$ cat src/rtl/exc_pkg.sv
package exc_pkg;
  localparam int NSTG   = 4;
  localparam int CODE_W = 3;

  typedef enum logic [CODE_W-1:0] {
    CC_IRQ    = 3'd0,
    CC_IFETCH = 3'd1,
    CC_UNDEF  = 3'd2,
    CC_OVF    = 3'd3,
    CC_DMEM   = 3'd4
  } cause_e;

  // stage index grows with pipeline depth, i.e. with instruction age
  localparam int S_IF  = 0;
  localparam int S_ID  = 1;
  localparam int S_EX  = 2;
  localparam int S_MEM = 3;
endpackage

$ cat src/rtl/exc_pick.sv
module exc_pick
  import exc_pkg::*;
#(
  parameter int N  = NSTG,
  parameter int AW = 32,
  localparam int IW = (N > 1) ? $clog2(N) : 1
) (
  input  logic [N-1:0]             req,
  input  logic [N-1:0][CODE_W-1:0] code,
  input  logic [N-1:0][AW-1:0]     pc,
  output logic                     hit,
  output logic [IW-1:0]            idx,
  output logic [CODE_W-1:0]        code_o,
  output logic [AW-1:0]            pc_o
);
  // ascending scan: the deepest (oldest) live request is assigned last and wins
  always_comb begin
    hit    = 1'b0;
    idx    = '0;
    code_o = '0;
    pc_o   = '0;
    for (int k = 0; k < N; k++) begin
      if (req[k]) begin
        hit    = 1'b1;
        idx    = IW'(k);
        code_o = code[k];
        pc_o   = pc[k];
      end
    end
  end
endmodule

$ cat src/rtl/exc_csr.sv
module exc_csr
  import exc_pkg::*;
#(
  parameter int AW = 32
) (
  input  logic              clk,
  input  logic              rst_n,
  input  logic              cause_we,
  input  logic              epc_we,
  input  logic [CODE_W-1:0] cause_d,
  input  logic [AW-1:0]     epc_d,
  output logic [CODE_W-1:0] cause_q,
  output logic [AW-1:0]     epc_q
);
  logic [CODE_W-1:0] cause_n;
  logic [AW-1:0]     epc_n;

  always_comb begin
    cause_n = cause_q;
    epc_n   = epc_q;
    if (cause_we) cause_n = cause_d;
    if (epc_we)   epc_n   = epc_d;
  end

  always_ff @(posedge clk or negedge rst_n) begin
    if (!rst_n) begin
      cause_q <= '0;
      epc_q   <= '0;
    end else begin
      cause_q <= cause_n;
      epc_q   <= epc_n;
    end
  end

  // registers hold without a write enable
  a_r10_hold: assert property (@(posedge clk) disable iff (!rst_n)
    (!cause_we && !epc_we) |=> ($stable(cause_q) && $stable(epc_q)));
endmodule

$ cat src/rtl/exc_ctrl.sv
module exc_ctrl
  import exc_pkg::*;
#(
  parameter int           AW         = 32,
  parameter logic [AW-1:0] HANDLER_PC = 32'h8000_0180
) (
  input  logic              clk,
  input  logic              rst_n,
  input  logic              if_valid,
  input  logic [AW-1:0]     if_pc,
  input  logic              if_pgflt,
  input  logic              id_valid,
  input  logic [AW-1:0]     id_pc,
  input  logic              id_undef,
  input  logic              ex_valid,
  input  logic [AW-1:0]     ex_pc,
  input  logic              ex_ovf,
  input  logic              mem_valid,
  input  logic [AW-1:0]     mem_pc,
  input  logic              mem_pgflt,
  input  logic              irq,
  input  logic              mem_wr_req,
  output logic              mem_wr_en,
  output logic              take,
  output logic [AW-1:0]     handler_pc,
  output logic              cause_we,
  output logic              epc_we,
  output logic              flush_if,
  output logic              flush_id,
  output logic              flush_ex,
  output logic              flush_mem,
  output logic [CODE_W-1:0] cause,
  output logic [AW-1:0]     epc
);
  localparam int IW = $clog2(NSTG);

  logic [NSTG-1:0]             req;
  logic [NSTG-1:0][CODE_W-1:0] code;
  logic [NSTG-1:0][AW-1:0]     spc;
  logic [NSTG-1:0]             flush_v;
  logic [IW-1:0]               sel_idx;
  logic [CODE_W-1:0]           sel_code;
  logic [AW-1:0]               sel_pc;

  // per-stage requests; the interrupt rides on the decode instruction
  always_comb begin
    req[S_IF]   = if_valid & if_pgflt;
    req[S_ID]   = id_valid & (id_undef | irq);
    req[S_EX]   = ex_valid & ex_ovf;
    req[S_MEM]  = mem_valid & mem_pgflt;
    code[S_IF]  = CC_IFETCH;
    code[S_ID]  = irq ? CC_IRQ : CC_UNDEF;
    code[S_EX]  = CC_OVF;
    code[S_MEM] = CC_DMEM;
    spc[S_IF]   = if_pc;
    spc[S_ID]   = id_pc;
    spc[S_EX]   = ex_pc;
    spc[S_MEM]  = mem_pc;
  end

  exc_pick #(.N(NSTG), .AW(AW)) u_pick (
    .req    (req),
    .code   (code),
    .pc     (spc),
    .hit    (take),
    .idx    (sel_idx),
    .code_o (sel_code),
    .pc_o   (sel_pc)
  );

  // flush the winning stage and every shallower (younger) stage
  for (genvar g = 0; g < NSTG; g++) begin : g_flush
    assign flush_v[g] = take && (sel_idx >= IW'(g));
  end

  assign flush_if   = flush_v[S_IF];
  assign flush_id   = flush_v[S_ID];
  assign flush_ex   = flush_v[S_EX];
  assign flush_mem  = flush_v[S_MEM];
  assign cause_we   = take;
  assign epc_we     = take;
  assign handler_pc = HANDLER_PC;
  assign mem_wr_en  = mem_wr_req & ~(mem_valid & mem_pgflt);

  exc_csr #(.AW(AW)) u_csr (
    .clk      (clk),
    .rst_n    (rst_n),
    .cause_we (cause_we),
    .epc_we   (epc_we),
    .cause_d  (sel_code),
    .epc_d    (sel_pc),
    .cause_q  (cause),
    .epc_q    (epc)
  );

  // a data page fault is always the oldest event and wins
  a_r3_dmem_wins: assert property (@(posedge clk) disable iff (!rst_n)
    (mem_valid && mem_pgflt) |=> (cause == CC_DMEM));
  // the recorded address is the memory-stage address in that case
  a_r4_dmem_epc: assert property (@(posedge clk) disable iff (!rst_n)
    (mem_valid && mem_pgflt) |=> (epc == $past(mem_pc)));
  // every take clears at least the fetch stage
  a_r6_flush_if: assert property (@(posedge clk) disable iff (!rst_n)
    take |-> flush_if);
  // an interrupt alone with decode empty is not taken
  a_r7_irq_idle: assert property (@(posedge clk) disable iff (!rst_n)
    (irq && !id_valid && !(if_valid && if_pgflt) && !(ex_valid && ex_ovf)
     && !(mem_valid && mem_pgflt)) |-> !take);
  // no store leaves a faulting memory-stage instruction
  a_r9_no_fault_store: assert property (@(posedge clk) disable iff (!rst_n)
    (mem_valid && mem_pgflt) |-> !mem_wr_en);
endmodule

$ cat config.mk
export PLATFORM = sky130hd
export DESIGN_NAME = exc_ctrl
export DESIGN_NICKNAME = d
export VERILOG_FILES = /design/src/rtl/exc_pkg.sv /design/src/rtl/exc_pick.sv /design/src/rtl/exc_csr.sv /design/src/rtl/exc_ctrl.sv
export SDC_FILE = /design/constraint.sdc
export NUM_CORES = 1
export LEC_CHECK = 0
export BUFFER_PORTS_ARGS = -buffer_cell sky130_fd_sc_hd__buf_2
export CAP_MARGIN = 0
export CORE_MARGIN = 2
export CORE_UTILIZATION = 35
export DETAILED_ROUTE_END_ITERATION = 8
export PLACE_DENSITY_LB_ADDON = 0.05
export SLEW_MARGIN = 5
export SYNTH_ARGS = -nofsm -noshare
export SYNTH_HDL_FRONTEND = slang
export SYNTH_SLANG_ARGS = --single-unit
$ cat constraint.sdc
create_clock -name clk -period 1.35 [get_ports clk]
set_clock_uncertainty 0.15 [all_clocks]
set_input_delay 0.135 -clock clk [delete_from_list [all_inputs] [get_ports clk]]
set_output_delay 0.135 -clock clk [all_outputs]
set_load 0.02 [all_outputs]
==> impl_metrics.py, run 1 <==
metrics = {
    "synth": {
        "ys_ff_latch": 35,
        "ys.flop_type": "dfrtp_1",
        "syn_area_um2": 2401,
        "synth_cells": 254,
        "async_flop_share_pct": 100.0,
        "synth_area_per_cell_um2": 9.453,
        "synth_area_leaders": "dfrtp_1 (36%), buf_4 (12%), a2bb2oi_1 (7.7%), a22oi_1 (6.6%), or3_1 (5.5%)",
        "synth-warning-count": 0,
        "netlist.area_leader.share_pct": 36.48,
        "synth_most_common_cell": "buf_4",
        "synthTopCellsByCount": "buf_4 (38), dfrtp_1 (35), a22oi_1 (21), a2bb2oi_1 (21), or3_1 (21)",
        "yosys.area.top_type": "dfrtp_1",
        "ys_seq_area_share_pct": 36.48,
        "synth_cell_type_count": 26,
        "synth-edff-count": 0,
    },
    "worst_setup_path": {
        "start_kind": "input pin",
        "rr_startpoint": "u_csr.epc_q[28]",
        "critPathCaptureType": "primary output",
        "worstPathRequired_ns": 1.07,
        "rrSetupSlack_ns": 0.38,
        "arrival_ns": 1.02,
        "critPathKind": "input pin to primary output",
        "r2r-end": "u_csr.epc_q[28]",
        "crit_path_max_fanout": 6,
        "ff2ff_path_depth": 1,
    },
    "clock_network": {
        "clk_path_buf_depth": 2,
        "cts.reportedPaths.clkPinSlew_ns": 0.07,
        "cts_buffers": 5,
        "cts_tree": "done",
        "htree_levels": 2,
        "clock-root-buffer": "clkbuf_8",
        "clk_latency_ns": 0.28,
        "cts.sinks": 35,
    },
    "grt": {
        "grt_max_degree": 23,
        "antenna_found_initial": 0,
        "grt.overflow.total": 0,
        "grt_pass1_wl_um": 12880,
        "track_usage_pct": 21.83,
        "grt_pass1_vias": 2621,
    },
    "drt": {
        "drt_iter0_markers": 118,
        "vias": 2743,
        "drtAntennaViolNets": 0,
        "routed_wl_um": 8428,
        "routed_via_density": 5.033,
        "dr.pass1.iters": 4,
        "drc_errors": 0,
        "avgRoutedWirePerCell_um": 15.46,
    },
    "timing": {
        "period_minus_slack_ns": 1.301,
        "finalSetupViolations": 0,
        "max_freq_mhz": 768.6,
        "rsz0062_at_grt": "true",
        "report.final.slew_viol_count": 0,
        "hold_viol_final": 0,
        "finalCritPeriodShare_pct": 96.38,
        "hold-worst-slack_ns": 0.003503,
    },
    "die": {
        "initial_core_util_pct": 35.74,
        "die_h_um": 86.83,
        "io_pins": 215,
        "rows": 30,
        "coreArea_um2": 6719,
        "die_x_um": 86.83,
        "die-area_um2": 7539,
    },
    "worst_hold_path": {
        "hold_end": "u_csr.epc_q[14]",
        "hold_depth": 3,
        "min_from": "ex_pc[14]",
        "hp-class": "input pin to register",
    },
    "placed_design": {
        "place.gp.congestion": 0.8067,
        "port_buffers": 182,
        "place_hpwl_um": 6180,
        "placed_area_um2": 3374,
    },
    "pwr": {
        "peakVddDrop_mv": 0.4271,
        "p_switching_mw": 1.187,
        "internal_power_mw": 2.154,
        "power_density_nw_per_um2": 899.6,
        "power.leakage_nw": 1.857,
        "p_clk_share_pct": 22.2,
        "switching_share_pct": 35.53,
        "p_comb_share_pct": 39.6,
        "power_frac_seq_pct": 38.1,
    },
    "flow_run": {
        "maxCapViolCount": 0,
    },
    "finish": {
        "multi_input_area_um2": 1239,
        "nFillCells": 666,
        "drive_above_1_share_pct": 48.82,
        "regArea_um2": 875.8,
        "diodes": 0,
        "fin_area_um2": 3714,
        "synthToLayoutAreaGrowth_pct": 54.66,
        "nets": 604,
    },
    "outcome": {
        "status": "finished clean",
    },
}
==> timing repair <==
item / 4_1_cts / 5_1_grt
hold buffers: 23 / 0
endpoints found under the setup margin: 4 / 5
pin swaps: 1 / 0
cloned: 1 / 0
resized for setup: 2 / 2
endpoints found under the hold margin: 53 / 0
setup buffers: 1 / 1
==> worst max-delay path by stage <==
stage / from / end / depth (start not counted)
2_1_floorplan: mem_valid / epc_we / 8
3_3_place_gp: mem_valid / cause_we / 8
3_5_place_dp: mem_valid / cause_we / 8
4_1_cts: mem_valid / flush_id / 7
5_1_grt: mem_valid / epc_we / 8
6_report: mem_valid / take / 8
==> cell families (layout without fill, tap and decap cells) <==
family | Yosys count | in the layout | synth area share (%)
buffers and inverters | 61 | 242 | 16.94
AO/OA/AOI/OAI | 104 | 104 | 34.55
flip-flops | 35 | 35 | 36.48
AND/OR/NAND/NOR | 52 | 52 | 11.73
other | 2 | 32 | 0.3128
==> power by group through the flow <==
| stage | sequential (mW) | combinational [mW] | clock [mW] |
|---|---|---|---|
| after floorplan | 1.47 | 0.627 | 0 |
| after global placement | 1.29 | 1.26 | 0 |
| after detailed placement | 1.29 | 1.27 | 0 |
| after CTS | 1.27 | 1.33 | 0.778 |
| after global routing | 1.29 | 1.43 | 0.822 |
| final | 1.27 | 1.32 | 0.743 |
==> state kept, by name, summed over array words and instances, names as in the netlist <==
register	flops
u_csr.epc_q	32
u_csr.cause_q	3
==> per-layer routing <==
| metal | track usage, % | part of all wire, % | vias to the layer above |
|---|---|---|---|
| met1 | 25.67 | 40 | 1270 |
| li1 | - | - | 1333 |
| met4 | 4.830 | 0.84 | 0 |
| met5 | 0 | 0 | - |
| met2 | 40.67 | 52 | 132 |
| met3 | 4.190 | 7.0 | 8 |
==> area by class of cell <==
cell class / count / area share [%]
sequential: 35 / 23.58
timing repair buffer: 230 / 37.57
tap: 80 / 2.695
clock buffer: 7 / 2.055
clock inverter: 1 / 0.1348
inverter: 3 / 0.5054
multi-input combinational: 188 / 33.36
timing repair inverter: 1 / 0.1011
==> placed cells by master, fill, tap and decap left out, drive strengths merged <==
cell / netlist / routed
clkbuf: 7 / 7
o211ai: 21 / 21
o21a: 1 / 1
nand2: 15 / 15
a221o: 11 / 11
dfrtp: 35 / 35
nand3: 11 / 11
clkinv: 0 / 2
o21ai: 13 / 13
inv: 3 / 3
nor3: 1 / 1
a22oi: 21 / 21
a2bb2oi: 21 / 21
a21o: 1 / 1
buf: 51 / 207
a21oi: 3 / 3
dlygate4sd3: 0 / 23
a31oi: 12 / 12
nor2: 2 / 2
and2: 2 / 2
conb: 2 / 32
or3: 21 / 21
==> stage by stage <==
step                setup TNS, ns  worst slack, ns  instances  total power, mW  util (%)
CTS                             0         0.005668        544            3.383     55.10
global placement           -2.176          -0.1139        511            2.552     50.22
detailed placement         -2.640          -0.1265        511            2.556     50.22
floorplan                       0          0.01319        284            2.098         -
finish                          0          0.04892        545            3.341     55.27
global route             -0.03114        -0.008381        545            3.543     55.27
==> critical path: stages <==
cell      delay [ns]
buf_2           0.11
nand2_4         0.06
inv_2           0.04
a21oi_4         0.16
inv_4           0.05
nor3_4          0.17
clkinv_4        0.11
buf_2           0.17
Note: power is estimated with default switching activity, not from simulation.
==> run 2: changes to the inputs <==
- BUFFER_PORTS_ARGS: -buffer_cell sky130_fd_sc_hd__buf_2 -> not set
- CORE_MARGIN: 2 -> not set
- DONT_BUFFER_PORTS: not set -> 1
==> impl_metrics.py, run 2 (synthesized netlist as in run 1, its figures left out) <==
metrics = {
    "placed_design": {
        "dp_worst_setup_slack_ns": -0.2851,
        "place_inst": 324,
        "place.gp.congestion": 0.7413,
        "port_buffers": 0,
        "place_hpwl_um": 5550,
    },
    "clock_network": {
        "htree_levels": 2,
        "clk_latency_ns": 0.29,
        "clock-root-buffer": "clkbuf_8",
        "cts.reportedPaths.clkPinSlew_ns": 0.07,
        "cts_buffers": 5,
        "clk_path_buf_depth": 2,
        "cts.sinks": 35,
        "cts_tree": "done",
    },
    "finish": {
        "largest_reg_flops": 32,
        "final_common_cell": "dlygate4sd3_1",
        "top_register": "u_csr.epc_q",
        "diodes": 0,
        "top_regs": "u_csr.epc_q x32, u_csr.cause_q x3",
        "drive_above_1_share_pct": 13.95,
        "synthToLayoutAreaGrowth_pct": 38.98,
        "stdcell_count": 414,
        "nFillCells": 605,
        "nets": 476,
        "final_cell_mix": "dlygate4sd3_1 (76), dfrtp_1 (35), conb_1 (32)",
    },
    "die": {
        "io_pins": 215,
        "die-area_um2": 7195,
        "coreArea_um2": 6495,
        "die_x_um": 84.83,
        "initial_core_util_pct": 36.97,
        "die_h_um": 84.83,
        "rows": 29,
    },
    "worst_hold_path": {
        "min_from": "id_pc[18]",
        "hp-class": "input pin to register",
        "hold_end": "u_csr.epc_q[18]",
        "hold_depth": 3,
    },
    "worst_setup_path": {
        "worstPathRequired_ns": 1.07,
        "rr_startpoint": "u_csr.epc_q[20]",
        "crit_path_max_fanout": 6,
        "critPathKind": "input pin to primary output",
        "critPathCaptureType": "primary output",
        "rrSetupSlack_ns": 0.26,
        "arrival_ns": 1.02,
        "r2r-end": "u_csr.epc_q[20]",
        "start_kind": "input pin",
        "ff2ff_path_depth": 1,
    },
    "drt": {
        "routed_wl_um": 8543,
        "dr.pass1.iters": 9,
        "vias": 2356,
        "drc_errors": 15,
        "drtAntennaViolNets": 0,
        "routed_via_density": 5.691,
        "drt_iter0_markers": 116,
        "avgRoutedWirePerCell_um": 20.64,
    },
    "pwr": {
        "power_density_nw_per_um2": 981.1,
        "power.leakage_nw": 1.364,
        "p_total_mw": 3.274,
        "peakVddDrop_mv": 0.4262,
    },
    "timing": {
        "period_minus_slack_ns": 1.308,
        "report.final.slew_viol_count": 0,
        "finalSetupViolations": 0,
        "setup_tns_ns": 0,
        "worst_pin_slew_ns": 0.5612,
        "hold-worst-slack_ns": 0.01941,
        "max_freq_mhz": 764.2,
        "finalCritPeriodShare_pct": 96.93,
        "setup_slack_ns": 0.04151,
        "relSlewSlack_pct": 62.50,
        "hold_viol_final": 0,
    },
    "grt": {
        "grt_max_degree": 36,
        "grt.overflow.total": 0,
        "grt_util_met2_pct": 43.31,
        "gr-usage-met3_pct": 6.712,
        "grt_pass1_wl_um": 12550,
        "grt_pass1_vias": 2370,
        "track_usage_pct": 22.87,
        "grt.busiest_layer": "met2",
        "antenna_found_initial": 0,
        "grtUsageMet1_pct": 25.19,
    },
    "flow_run": {
        "maxCapViolCount": 0,
    },
    "outcome": {
        "violations": "design-rule violations",
        "status": "finished, violations left",
    },
}
## run 2: cell count changes in the layout (fill, tap and decap cells not counted)
cell	delta
buf_12	-2
clkbuf_8	+2
clkbuf_1	-1
nor2_4	+1
buf_4	+3
inv_2	-1
dlygate4sd3_1	+53
buf_2	-182
nor2_2	-1
## run 2: worst max-delay path by stage
stage | startpoint | end | slack, ns
global placement | mem_valid | u_csr.epc_q[10] | -0.23
global route | mem_valid | epc_we | -0.001
detailed placement | mem_valid | u_csr.epc_q[9] | -0.29
CTS | mem_valid | u_csr.epc_q[9] | 0.008
floorplan | mem_valid | epc_we | 0.01
finish | mem_valid | flush_if | 0.04
## run 2: per-stage QoR
stage / instance area (µm²) / utilization [%]
final: 3337 / 51.38
after global routing: 3337 / 51.38
after CTS: 3293 / 50.70
after detailed placement: 2407 / 37.06
after global placement: 2407 / 37.06
after floorplan: 2545 / -
## run 2: timing repair
action	CTS	global route
resized for setup	2	3
hold buffers	77	0
setup buffers	0	4
hold endpoints to repair	68	0
endpoints found under the setup margin	4	22
pin swaps	1	1
gates cloned	0	1
## run 2: worst max-delay path: stages
cell and delay (ns):
nand2_4 0.05, inv_2 0.06, a21oi_4 0.16, inv_4 0.06, nor3_4 0.24, clkinv_4 0.13, buf_6 0.18
## run 2: area by class of cell
cell class	count	area, µm²	share of cell area [%]
multi-input combinational	188	1244	37.27
sequential	35	875.8	26.25
clock buffer	8	100.1	3.000
timing repair buffer	102	997.2	29.88
timing repair inverter	1	5.005	0.1500
inverter	3	18.77	0.5624
tap	77	96.34	2.887
## run 2: per-layer routing
| metal | share of wire, % | vias up |
|---|---|---|
| met1 | 39 | 1138 |
| met2 | 50 | 136 |
| met3 | 9.2 | 10 |
| met4 | 1.0 | 0 |
| li1 | - | 1072 |
| met5 | 0 | - |
## run 2: power by group
part / leakage (nW) / internal (mW) / switching [mW] / total (mW)
clock: 0.0515 / 0.466 / 0.397 / 0.863
combinational: 0.896 / 0.463 / 0.471 / 0.934
sequential: 0.417 / 1.19 / 0.284 / 1.48
